==> src/rtl/mcd_clkgen_pkg.sv <==
package mcd_clkgen_pkg;

  typedef enum logic [1:0] {
    MD_NORM = 2'd0,
    MD_FAST = 2'd1,
    MD_ALT  = 2'd2
  } mode_e;

  // Mode pair decode; illegal 2'b11 falls back to normal.
  function automatic mode_e decode_mode(input logic fast_bit, input logic alt_bit);
    case ({fast_bit, alt_bit})
      2'b10:   return MD_FAST;
      2'b01:   return MD_ALT;
      default: return MD_NORM;
    endcase
  endfunction

endpackage

==> src/rtl/mcd_cfg_latch.sv <==
module mcd_cfg_latch
  import mcd_clkgen_pkg::*;
#(
  parameter int DIV_W   = 3,
  parameter int DIV_MAX = 6
) (
  input  logic             clk,
  input  logic             rst,
  input  logic             tc,
  input  logic [DIV_W-1:0] div_sel,
  input  logic             fast_mode,
  input  logic             alt_mode,
  input  logic             eng_hi_sel,
  input  logic             sleep,
  output mode_e            cur_mode,
  output logic [DIV_W-1:0] cur_div,
  output logic             cur_eng_hi
);

  localparam logic [DIV_W-1:0] DIV_LIM = DIV_W'(DIV_MAX);

  logic [DIV_W-1:0] div_clamped;
  mode_e            mode_next;

  always_comb begin
    div_clamped = (div_sel > DIV_LIM) ? DIV_LIM : div_sel;
    mode_next   = decode_mode(fast_mode & ~sleep, alt_mode & ~sleep);
  end

  // New settings are accepted only at the processor terminal count.
  always_ff @(posedge clk) begin
    if (rst) begin
      cur_mode   <= MD_NORM;
      cur_div    <= '0;
      cur_eng_hi <= 1'b0;
    end else if (tc) begin
      cur_mode   <= mode_next;
      cur_div    <= div_clamped;
      cur_eng_hi <= eng_hi_sel;
    end
  end

  a_r2_div_clamped: assert property (@(posedge clk) disable iff (rst)
    (tc && div_sel == '1) |=> (cur_div == DIV_LIM));

  a_r7_sleep_normal: assert property (@(posedge clk) disable iff (rst)
    (tc && sleep) |=> (cur_mode == MD_NORM));

  a_r9_hold_between: assert property (@(posedge clk) disable iff (rst)
    !tc |=> ($stable(cur_div) && $stable(cur_mode) && $stable(cur_eng_hi)));

endmodule

==> src/rtl/mcd_phase_counter.sv <==
module mcd_phase_counter
  import mcd_clkgen_pkg::*;
#(
  parameter int DIV_W    = 3,
  parameter int NORM_DIV = 8,
  parameter int ALT_DIV  = 6,
  parameter int CNT_W    = 10,
  parameter int SUB_W    = 4
) (
  input  logic             clk,
  input  logic             rst,
  input  mode_e            cur_mode,
  input  logic [DIV_W-1:0] cur_div,
  input  logic             cur_eng_hi,
  output logic             tc,
  output logic             raw_emu,
  output logic             raw_eng,
  output logic             raw_smp
);

  logic [CNT_W-1:0] cnt;
  logic [SUB_W-1:0] sub;
  logic [SUB_W-1:0] base;
  logic [CNT_W-1:0] period;
  logic             sub_tc;

  always_comb begin
    base    = (cur_mode == MD_ALT) ? SUB_W'(ALT_DIV) : SUB_W'(NORM_DIV);
    period  = CNT_W'(base) << cur_div;
    tc      = (cnt == period - 1'b1);
    sub_tc  = (sub == base - 1'b1);
    raw_emu = tc || (cnt == (period >> 1) - 1'b1);
    raw_smp = sub_tc;
    if (cur_mode == MD_FAST && cur_eng_hi)
      raw_eng = sub_tc || (sub == (base >> 1) - 1'b1);
    else
      raw_eng = sub_tc;
  end

  always_ff @(posedge clk) begin
    if (rst) begin
      cnt <= '0;
      sub <= '0;
    end else begin
      cnt <= tc ? '0 : cnt + 1'b1;
      sub <= (tc || sub_tc) ? '0 : sub + 1'b1;
    end
  end

  a_r1_tc_wrap: assert property (@(posedge clk) disable iff (rst)
    tc |=> (cnt == '0));

  a_r6_tc_on_sub_edge: assert property (@(posedge clk) disable iff (rst)
    tc |-> sub_tc);

endmodule

==> src/rtl/mcd_rate_thin.sv <==
module mcd_rate_thin #(
  parameter int LANES  = 4,
  parameter int DROP_W = 3
) (
  input  logic             clk,
  input  logic             rst,
  input  logic             brownout,
  input  logic [LANES-1:0] raw,
  output logic [LANES-1:0] ce
);

  localparam logic [DROP_W-1:0] LAST = '1;

  for (genvar g = 0; g < LANES; g++) begin : g_lane
    logic [DROP_W-1:0] seen;
    logic              drop;

    assign drop = brownout && (seen == LAST);

    always_ff @(posedge clk) begin
      if (rst) begin
        seen  <= '0;
        ce[g] <= 1'b0;
      end else begin
        ce[g] <= raw[g] && !drop;
        if (!brownout)   seen <= '0;
        else if (raw[g]) seen <= seen + 1'b1;
      end
    end

    a_r8_drop_eighth: assert property (@(posedge clk) disable iff (rst)
      (brownout && raw[g] && seen == LAST) |=> !ce[g]);

    a_r8_pass_nominal: assert property (@(posedge clk) disable iff (rst)
      (!brownout && raw[g]) |=> ce[g]);
  end

endmodule

==> src/rtl/mcd_clkgen.sv <==
module mcd_clkgen
  import mcd_clkgen_pkg::*;
#(
  parameter int DIV_W    = 3,
  parameter int DIV_MAX  = 6,
  parameter int NORM_DIV = 8,
  parameter int ALT_DIV  = 6,
  parameter int DROP_W   = 3
) (
  input  logic             clk,
  input  logic             rst,
  input  logic [DIV_W-1:0] div_sel,
  input  logic             fast_mode,
  input  logic             alt_mode,
  input  logic             eng_hi_sel,
  input  logic             emu_off,
  input  logic             sleep,
  input  logic             brownout,
  output logic             proc_ce,
  output logic             emu_ce,
  output logic             eng_ce,
  output logic             smp_ce
);

  localparam int CNT_W = $clog2((NORM_DIV << DIV_MAX) + 1);
  localparam int SUB_W = $clog2(NORM_DIV + 1);
  localparam int LANES = 4;

  mode_e            cur_mode;
  logic [DIV_W-1:0] cur_div;
  logic             cur_eng_hi;
  logic             tc, raw_emu, raw_eng, raw_smp;
  logic [LANES-1:0] raw_vec, ce_vec;

  mcd_cfg_latch #(.DIV_W(DIV_W), .DIV_MAX(DIV_MAX)) u_cfg (
    .clk(clk), .rst(rst), .tc(tc), .div_sel(div_sel),
    .fast_mode(fast_mode), .alt_mode(alt_mode), .eng_hi_sel(eng_hi_sel),
    .sleep(sleep), .cur_mode(cur_mode), .cur_div(cur_div),
    .cur_eng_hi(cur_eng_hi)
  );

  mcd_phase_counter #(
    .DIV_W(DIV_W), .NORM_DIV(NORM_DIV), .ALT_DIV(ALT_DIV),
    .CNT_W(CNT_W), .SUB_W(SUB_W)
  ) u_phase (
    .clk(clk), .rst(rst), .cur_mode(cur_mode), .cur_div(cur_div),
    .cur_eng_hi(cur_eng_hi), .tc(tc), .raw_emu(raw_emu),
    .raw_eng(raw_eng), .raw_smp(raw_smp)
  );

  assign raw_vec = {raw_smp, raw_eng, raw_emu && !emu_off, tc};

  mcd_rate_thin #(.LANES(LANES), .DROP_W(DROP_W)) u_thin (
    .clk(clk), .rst(rst), .brownout(brownout), .raw(raw_vec), .ce(ce_vec)
  );

  assign proc_ce = ce_vec[0];
  assign emu_ce  = ce_vec[1];
  assign eng_ce  = ce_vec[2];
  assign smp_ce  = ce_vec[3];

  a_r3_emu_silent: assert property (@(posedge clk) disable iff (rst)
    emu_off |=> !emu_ce);

  a_r6_proc_with_smp: assert property (@(posedge clk) disable iff (rst)
    (proc_ce && !$past(brownout)) |-> smp_ce);

  a_r4_quiet_in_reset: assert property (@(posedge clk)
    $past(rst) |-> !(proc_ce || emu_ce || eng_ce || smp_ce));

endmodule

==> config.mk <==
export PLATFORM = sky130hd
export DESIGN_NAME = mcd_clkgen
export DESIGN_NICKNAME = d
export VERILOG_FILES = /design/src/rtl/mcd_clkgen_pkg.sv /design/src/rtl/mcd_cfg_latch.sv /design/src/rtl/mcd_phase_counter.sv /design/src/rtl/mcd_rate_thin.sv /design/src/rtl/mcd_clkgen.sv
export SDC_FILE = /design/constraint.sdc
export NUM_CORES = 1
export LEC_CHECK = 0
export BUFFER_PORTS_ARGS = -buffer_cell sky130_fd_sc_hd__buf_2
export CAP_MARGIN = 20
export CORE_MARGIN = 8
export CORE_UTILIZATION = 28
export DETAILED_ROUTE_END_ITERATION = 8
export GPL_ROUTABILITY_DRIVEN = 0
export PLACE_DENSITY = 0.52
export SLEW_MARGIN = 20
export SYNTH_ARGS = -nofsm -noshare
export SYNTH_HDL_FRONTEND = slang
export SYNTH_SLANG_ARGS = --single-unit
==> constraint.sdc <==
create_clock -name clk -period 4.8 [get_ports clk]
set_clock_uncertainty 0.2 [all_clocks]
set_input_delay 0.48 -clock clk [delete_from_list [all_inputs] [get_ports clk]]
set_output_delay 0.48 -clock clk [all_outputs]
set_load 0.005 [all_outputs]
After elaboration in Yosys (flattened, before gate mapping) --
Index checks and enable logic that the tools add are counted.
Cells by class: add/subtract/negate cells 10, mux-type cells 4, $lt $le $gt $ge 1, reductions and logical operators 21, shifts and indexed selects 1, bitwise logic cells 4, equal/unequal tests 12
Operators by type and width (number):
- $eq 10x10->1 | 2
- $add 3x1->3 const B | 4
- $eq 3x3->1 const B | 4
- $add 10x1->10 const B | 1
- $logic_and 1x1->1 | 10
- $shl 4x3->10 | 1
- $sub 10x1->10 const B | 1
- $sub 9x1->10 const B | 1
- $eq 4x4->1 | 2
- $reduce_or 2->1 | 3
- $logic_not 1->1 | 5
- $add 4x1->4 const B | 1
- $eq 2x1->1 const B | 2
- $eq 2x2->1 const B | 2
- $mux 4 | 1
- $pmux 2 s2 | 1
- $sub 3x1->4 const B | 1
- $sub 4x1->4 const B | 1
- $gt 3x3->1 const B | 1
- $logic_or 1x1->1 | 3
- $mux 3 | 1
- $and 1x1->1 | 2
- $not 1->1 | 2
- $mux 1 | 1
Word-level totals: register bits 36, logic and storage cells 66, output and inout port bits 4, input port bits 11

Logic depth before layout (Yosys ltp) --
depth after elaboration 8, mapped depth 14, gate-level depth less buffers 10

By module --
A second synthesis with hierarchy kept.
Second synthesis, totals: cells, all modules 229, area, all modules 2075.7 um^2
Modules (own cells, without submodules):
- mcd_phase_counter | sequential area each 280.3 um^2, area an instance 1172.4 um^2, times used 1, cells each 147
- mcd_rate_thin | sequential area each 320.3 um^2, area an instance 650.6 um^2, times used 1, cells each 58
- mcd_cfg_latch | sequential area each 120.1 um^2, area an instance 239.0 um^2, times used 1, cells each 23
- mcd_clkgen | sequential area each 0.0 um^2, area an instance 13.8 um^2, times used 1, cells each 1

Least setup slack after synthesis --
Ideal clock, no wire load.
path kind reg2reg, start point reg u_cfg.cur_mode[0], end point reg u_phase.cnt[2], required time 4.485 ns, clock period less this slack 3.291 ns, path buffers 4, setup slack 1.509 ns, library setup time 0.115 ns, arrival 2.977 ns, stages on the path, launching flop included 14, cell sequence dfxtp_1 -> buf_2 -> nor3b_1 -> nand2_1 -> ha_1 -> buf_2 -> buf_2 -> a311oi_1 -> nand3_1 -> a2111o_1 -> nor3_2 -> a21o_2 -> buf_6 -> nor2_1
Between the ends: longest elaborated chain between the ends 6
Ends and longest elaborated chain:
- start: declaration | line mcd_cfg_latch.sv:15 | output mode_e cur_mode,
- start signal: assignment | line mcd_cfg_latch.sv:37 | cur_mode <= mode_next;
- $eq 2x2->1 | line mcd_phase_counter.sv:28 | base = (cur_mode == MD_ALT) ? SUB_W'(ALT_DIV) : SUB_W'(NORM_DIV);
- $mux 4 | line mcd_phase_counter.sv:28
- $shl 4x3->10 | line mcd_phase_counter.sv:29 | period = CNT_W'(base) << cur_div;
- $sub 10x1->10 | line mcd_phase_counter.sv:30 | tc = (cnt == period - 1'b1);
- $eq 10x10->1 | line mcd_phase_counter.sv:30
- $reduce_or 2->1 (no line)
- end signal: assignment | line mcd_phase_counter.sv:45 | cnt <= tc ? '0 : cnt + 1'b1;
- end: declaration | line mcd_phase_counter.sv:21 | logic [CNT_W-1:0] cnt;
No other way between the ends. A chain may end at the register's enable or synchronous reset.

Worst setup path after layout --
start point reg u_cfg.cur_div[1], end point reg u_thin.g_lane[0].seen[0]
Between the ends: longest elaborated chain between the ends 3
Ends and longest elaborated chain:
- start: declaration | line mcd_cfg_latch.sv:16 | output logic [DIV_W-1:0] cur_div,
- start signal: assignment | line mcd_cfg_latch.sv:38 | cur_div <= div_clamped;
- $shl 4x3->10 | line mcd_phase_counter.sv:29
- $sub 10x1->10 | line mcd_phase_counter.sv:30
- $eq 10x10->1 | line mcd_phase_counter.sv:30
- end signal: assignment | line mcd_rate_thin.sv:27 | else if (raw[g]) seen <= seen + 1'b1;
- end: declaration | line mcd_rate_thin.sv:15 | logic [DROP_W-1:0] seen;
No other way between the ends.

==> impl_results.md <==
* # clock sinks at 36
* CP Class: flip-flop to flip-flop
* Top_reg_cell synth: dfxtp_1
* Layout cells sized above 1 at roughly a tenth
* Die Span Y at ~110 um
* Critical Path Sink Type: flip-flop
* Post-route ant nets at 0
* Max-cap violations at 0
* Yosys Warn Count at 0
* Crit path max fanout at 18
* Gate Count Post-Synth at roughly 300
* Die area at between 0.01 and 0.015 mm2
* Hold_buf cts at 0
* Pwr/cell area at 229.4 mW/mm2
* Finished Cell Area at ~0.0027 mm2
* Logic pwr share at under 10%
* Net switching power at about 0.00014 W
* Layout Nets at 334
* GRT Util Overall at 10.29%
* Setup crit end: u_thin.g_lane[0].seen[0]
* RSZ-0062 raised after global routing: no
* Most frequent cells in the layout: dfxtp_1 (36), nor2_1 (34), a21oi_1 (23)
* Worst setup path start: u_cfg.cur_div[1]
* PortBufs at 14
* Status: finished, final reports clean
* Clock Tree Root: clkbuf_8
* Syn_nets at 331
* Min-delay src: eng_hi_sel
* Final Hold Fails at 0
* Initial drt markers at 168
* Worst r2r dst: u_thin.g_lane[0].seen[0]
* Largest net degree at the start of global routing at 26
* Switching Share at about 23%
* P_leak at 0.9998 nW
* DRC Markers at 0
* FFs w/ async S/R, synth at 0%
* Final WL at just over 6000 um
* Clock power share at around two fifths
* CTS max path bufs at 2
* # rows at 34
* Critical Path AT at 3950 ps
* First-pass GRT wire length at between 9000 and 10000 um
* Slew Viols, Final at 0
* Vias in the first global route at 2042
* R2R setup slack at 870 ps
* Die Width at approximately 110 um
* Total global routing overflow at 0
* Worst r2r src: u_cfg.cur_div[1]
* Routed WL per cell at around 15 um
* Starting Density at 28.56%
* Fin Hold WS at approximately 250 ps
* Vias per std cell at slightly above 5
* Area Growth Syn to Fin at 9.690%
* Int Pwr at about 0.00048 W
* Worst path required time at between 4000 and 5000 ps
* Synth unique cells at 55
* Register bit count reported by yosys at 36
* R2R cell count at 11
* Post-synthesis sequential area ratio at slightly below 30%
* Core area at around 0.0086 mm2
* Clock H-tree levels at 2
* HPWL Detailed at ~4500 um
* CTS buffer count at 5
* Reg clk slew, reported paths at approximately 80 ps
* Fin Setup TNS at 0 ps
* Avg Inst Size Synth at about 8.0 um2
* Hold crit path type: primary input to flip-flop
* Min Clock Period, post-route at around 4000 ps
* Worst rel slew slack at around 53%
* Worst-margin pin slew at roughly 710 ps
* Commonest non-fill, non-tap cell in the layout: dfxtp_1
* Endpoints failing setup at 0
* F_max at approximately 250 MHz
* Mapped Area at between 0.002 and 0.0025 mm2
* Fin crit share at roughly four fifths
* Gates resized, CTS repair at 0
* IO Pins at 15
* Post-CTS setup buffer count at 0
* Flop pwr share at between 50% and 60%
* Peak VDD IR at roughly 0.00024 V
* Placed inst area at ~0.0026 mm2
* Clk Latency, worst-skew pair at between 200 and 300 ps
* Worst setup SP type: flip-flop
* Number of enable flip-flop cells after synthesis at 0
* Initial DRT Pass Iterations at 5
* DR vias at about 2200
* Antenna fix cells at 0
* Initial antenna violation count at 0
* CTS tree: yes
state kept, by name, summed over array words and instances (netlist names):
name and flops:
u_cfg.cur_div 3, u_cfg.cur_eng_hi 1, u_cfg.cur_mode 2, u_phase.cnt 10, u_phase.sub 4, u_thin.ce 4, u_thin.g_lane.seen 12
cell usage after synthesis (2+ instances only):
library cell  instances  share of area [%]
nor2_1               34                5.2
buf_2                11                2.2
buf_6                 2               0.91
nor3_1                8                1.6
nor4_1                2               0.51
nor2b_1               3               0.76
a32oi_1               2               0.71
or3_1                 3               0.76
a211oi_1              3               0.91
inv_1                 9                1.4
dfxtp_1              36                 29
mux2i_1               9                3.7
nor3b_1               6                1.8
o22ai_1               2               0.51
nand2_1              17                2.6
clkbuf_1             10                1.5
nand3_1              18                3.7
and2_1                4                1.0
o21ai_0              21                4.3
nand4_1               4                1.0
nand3b_1              2               0.61
ha_1                 11                5.6
and3_1                4                1.0
a311oi_1              2               0.71
a21oi_1              23                4.7
nand2b_1              7                1.8
o2bb2ai_1             2               0.71
xor2_1                9                3.2
xnor2_1              18                6.4
a2bb2oi_1             2               0.71
per-stage QoR:
step / std cells / util [%] / worst slack [ps] / power [W]
2_1_floorplan: 309 / - / 1509 / 0.0003543
3_3_place_gp: 413 / 30.08 / 1055 / 0.0003680
3_5_place_dp: 413 / 30.08 / 970.5 / 0.0003687
4_1_cts: 421 / 31.32 / 932.2 / 0.0006290
5_1_grt: 421 / 31.32 / 589.0 / 0.0006474
6_report: 421 / 31.32 / 866.7 / 0.0006205
worst min path at each step:
| stage | end | slack [ps] | cells after the start |
|---|---|---|---|
| after floorplan | u_phase.sub[0] | 230 | 1 |
| after global placement | u_thin.g_lane[1].seen[2] | 250 | 2 |
| after detailed placement | u_thin.g_lane[1].seen[1] | 260 | 2 |
| after CTS | u_cfg.cur_eng_hi | 240 | 3 |
| after global routing | u_cfg.cur_eng_hi | 280 | 3 |
| final | u_cfg.cur_eng_hi | 250 | 3 |
power by group through the flow:
stage	Clock, W	Sequential, W	Combinational [W]
2_1_floorplan	0	0.000315	0.0000396
3_3_place_gp	0	0.000320	0.0000482
3_5_place_dp	0	0.000320	0.0000489
4_1_cts	0.000267	0.000313	0.0000490
5_1_grt	0.000278	0.000314	0.0000553
6_report	0.000259	0.000313	0.0000489
cells by family (layout without fill, tap and decap cells):
| group | count (synthesis) | in the layout | share of synthesized area (%) |
|---|---|---|---|
| xor gates and xnor gates | 28 | 28 | 10.50 |
| buffers and inverters | 34 | 38 | 6.494 |
| and+or+nand+nor | 118 | 118 | 24.61 |
| muxes | 10 | 10 | 4.110 |
| DFF | 36 | 36 | 29.22 |
| AOI/OAI and AO/OA | 71 | 71 | 19.03 |
| adders and majority gates | 12 | 12 | 6.037 |
per-layer routing:
layer / wire [um] / global-route usage, % / part of all wire, %
met4: 92 / 3.182 / 1.5
met1: 2948 / 13.81 / 48
met5: 0 / 0 / 0
met2: 2860 / 16.40 / 47
met3: 243 / 1.700 / 4.0
cell type report:
type                       count  area (um2)
fill                         930        5931
sequential                    36       720.7
clock buffer                   6       72.57
tap                          108       135.1
inverter                       9       33.78
multi-input combinational    239        1585
timing repair buffer          21       122.6
clock inverter                 2       35.03
critical path, stage by stage, from the launching register on:
cell and delay (ps):
dfxtp_1 570, buf_4 270, nor4b_1 90, inv_1 70, ha_1 550, nor3b_1 390
nand2_1 180, xnor2_1 160, mux2_2 320, or3_1 550, or3_1 370, a21oi_1 130
No activity file was read; power rests on OpenSTA's default activity.
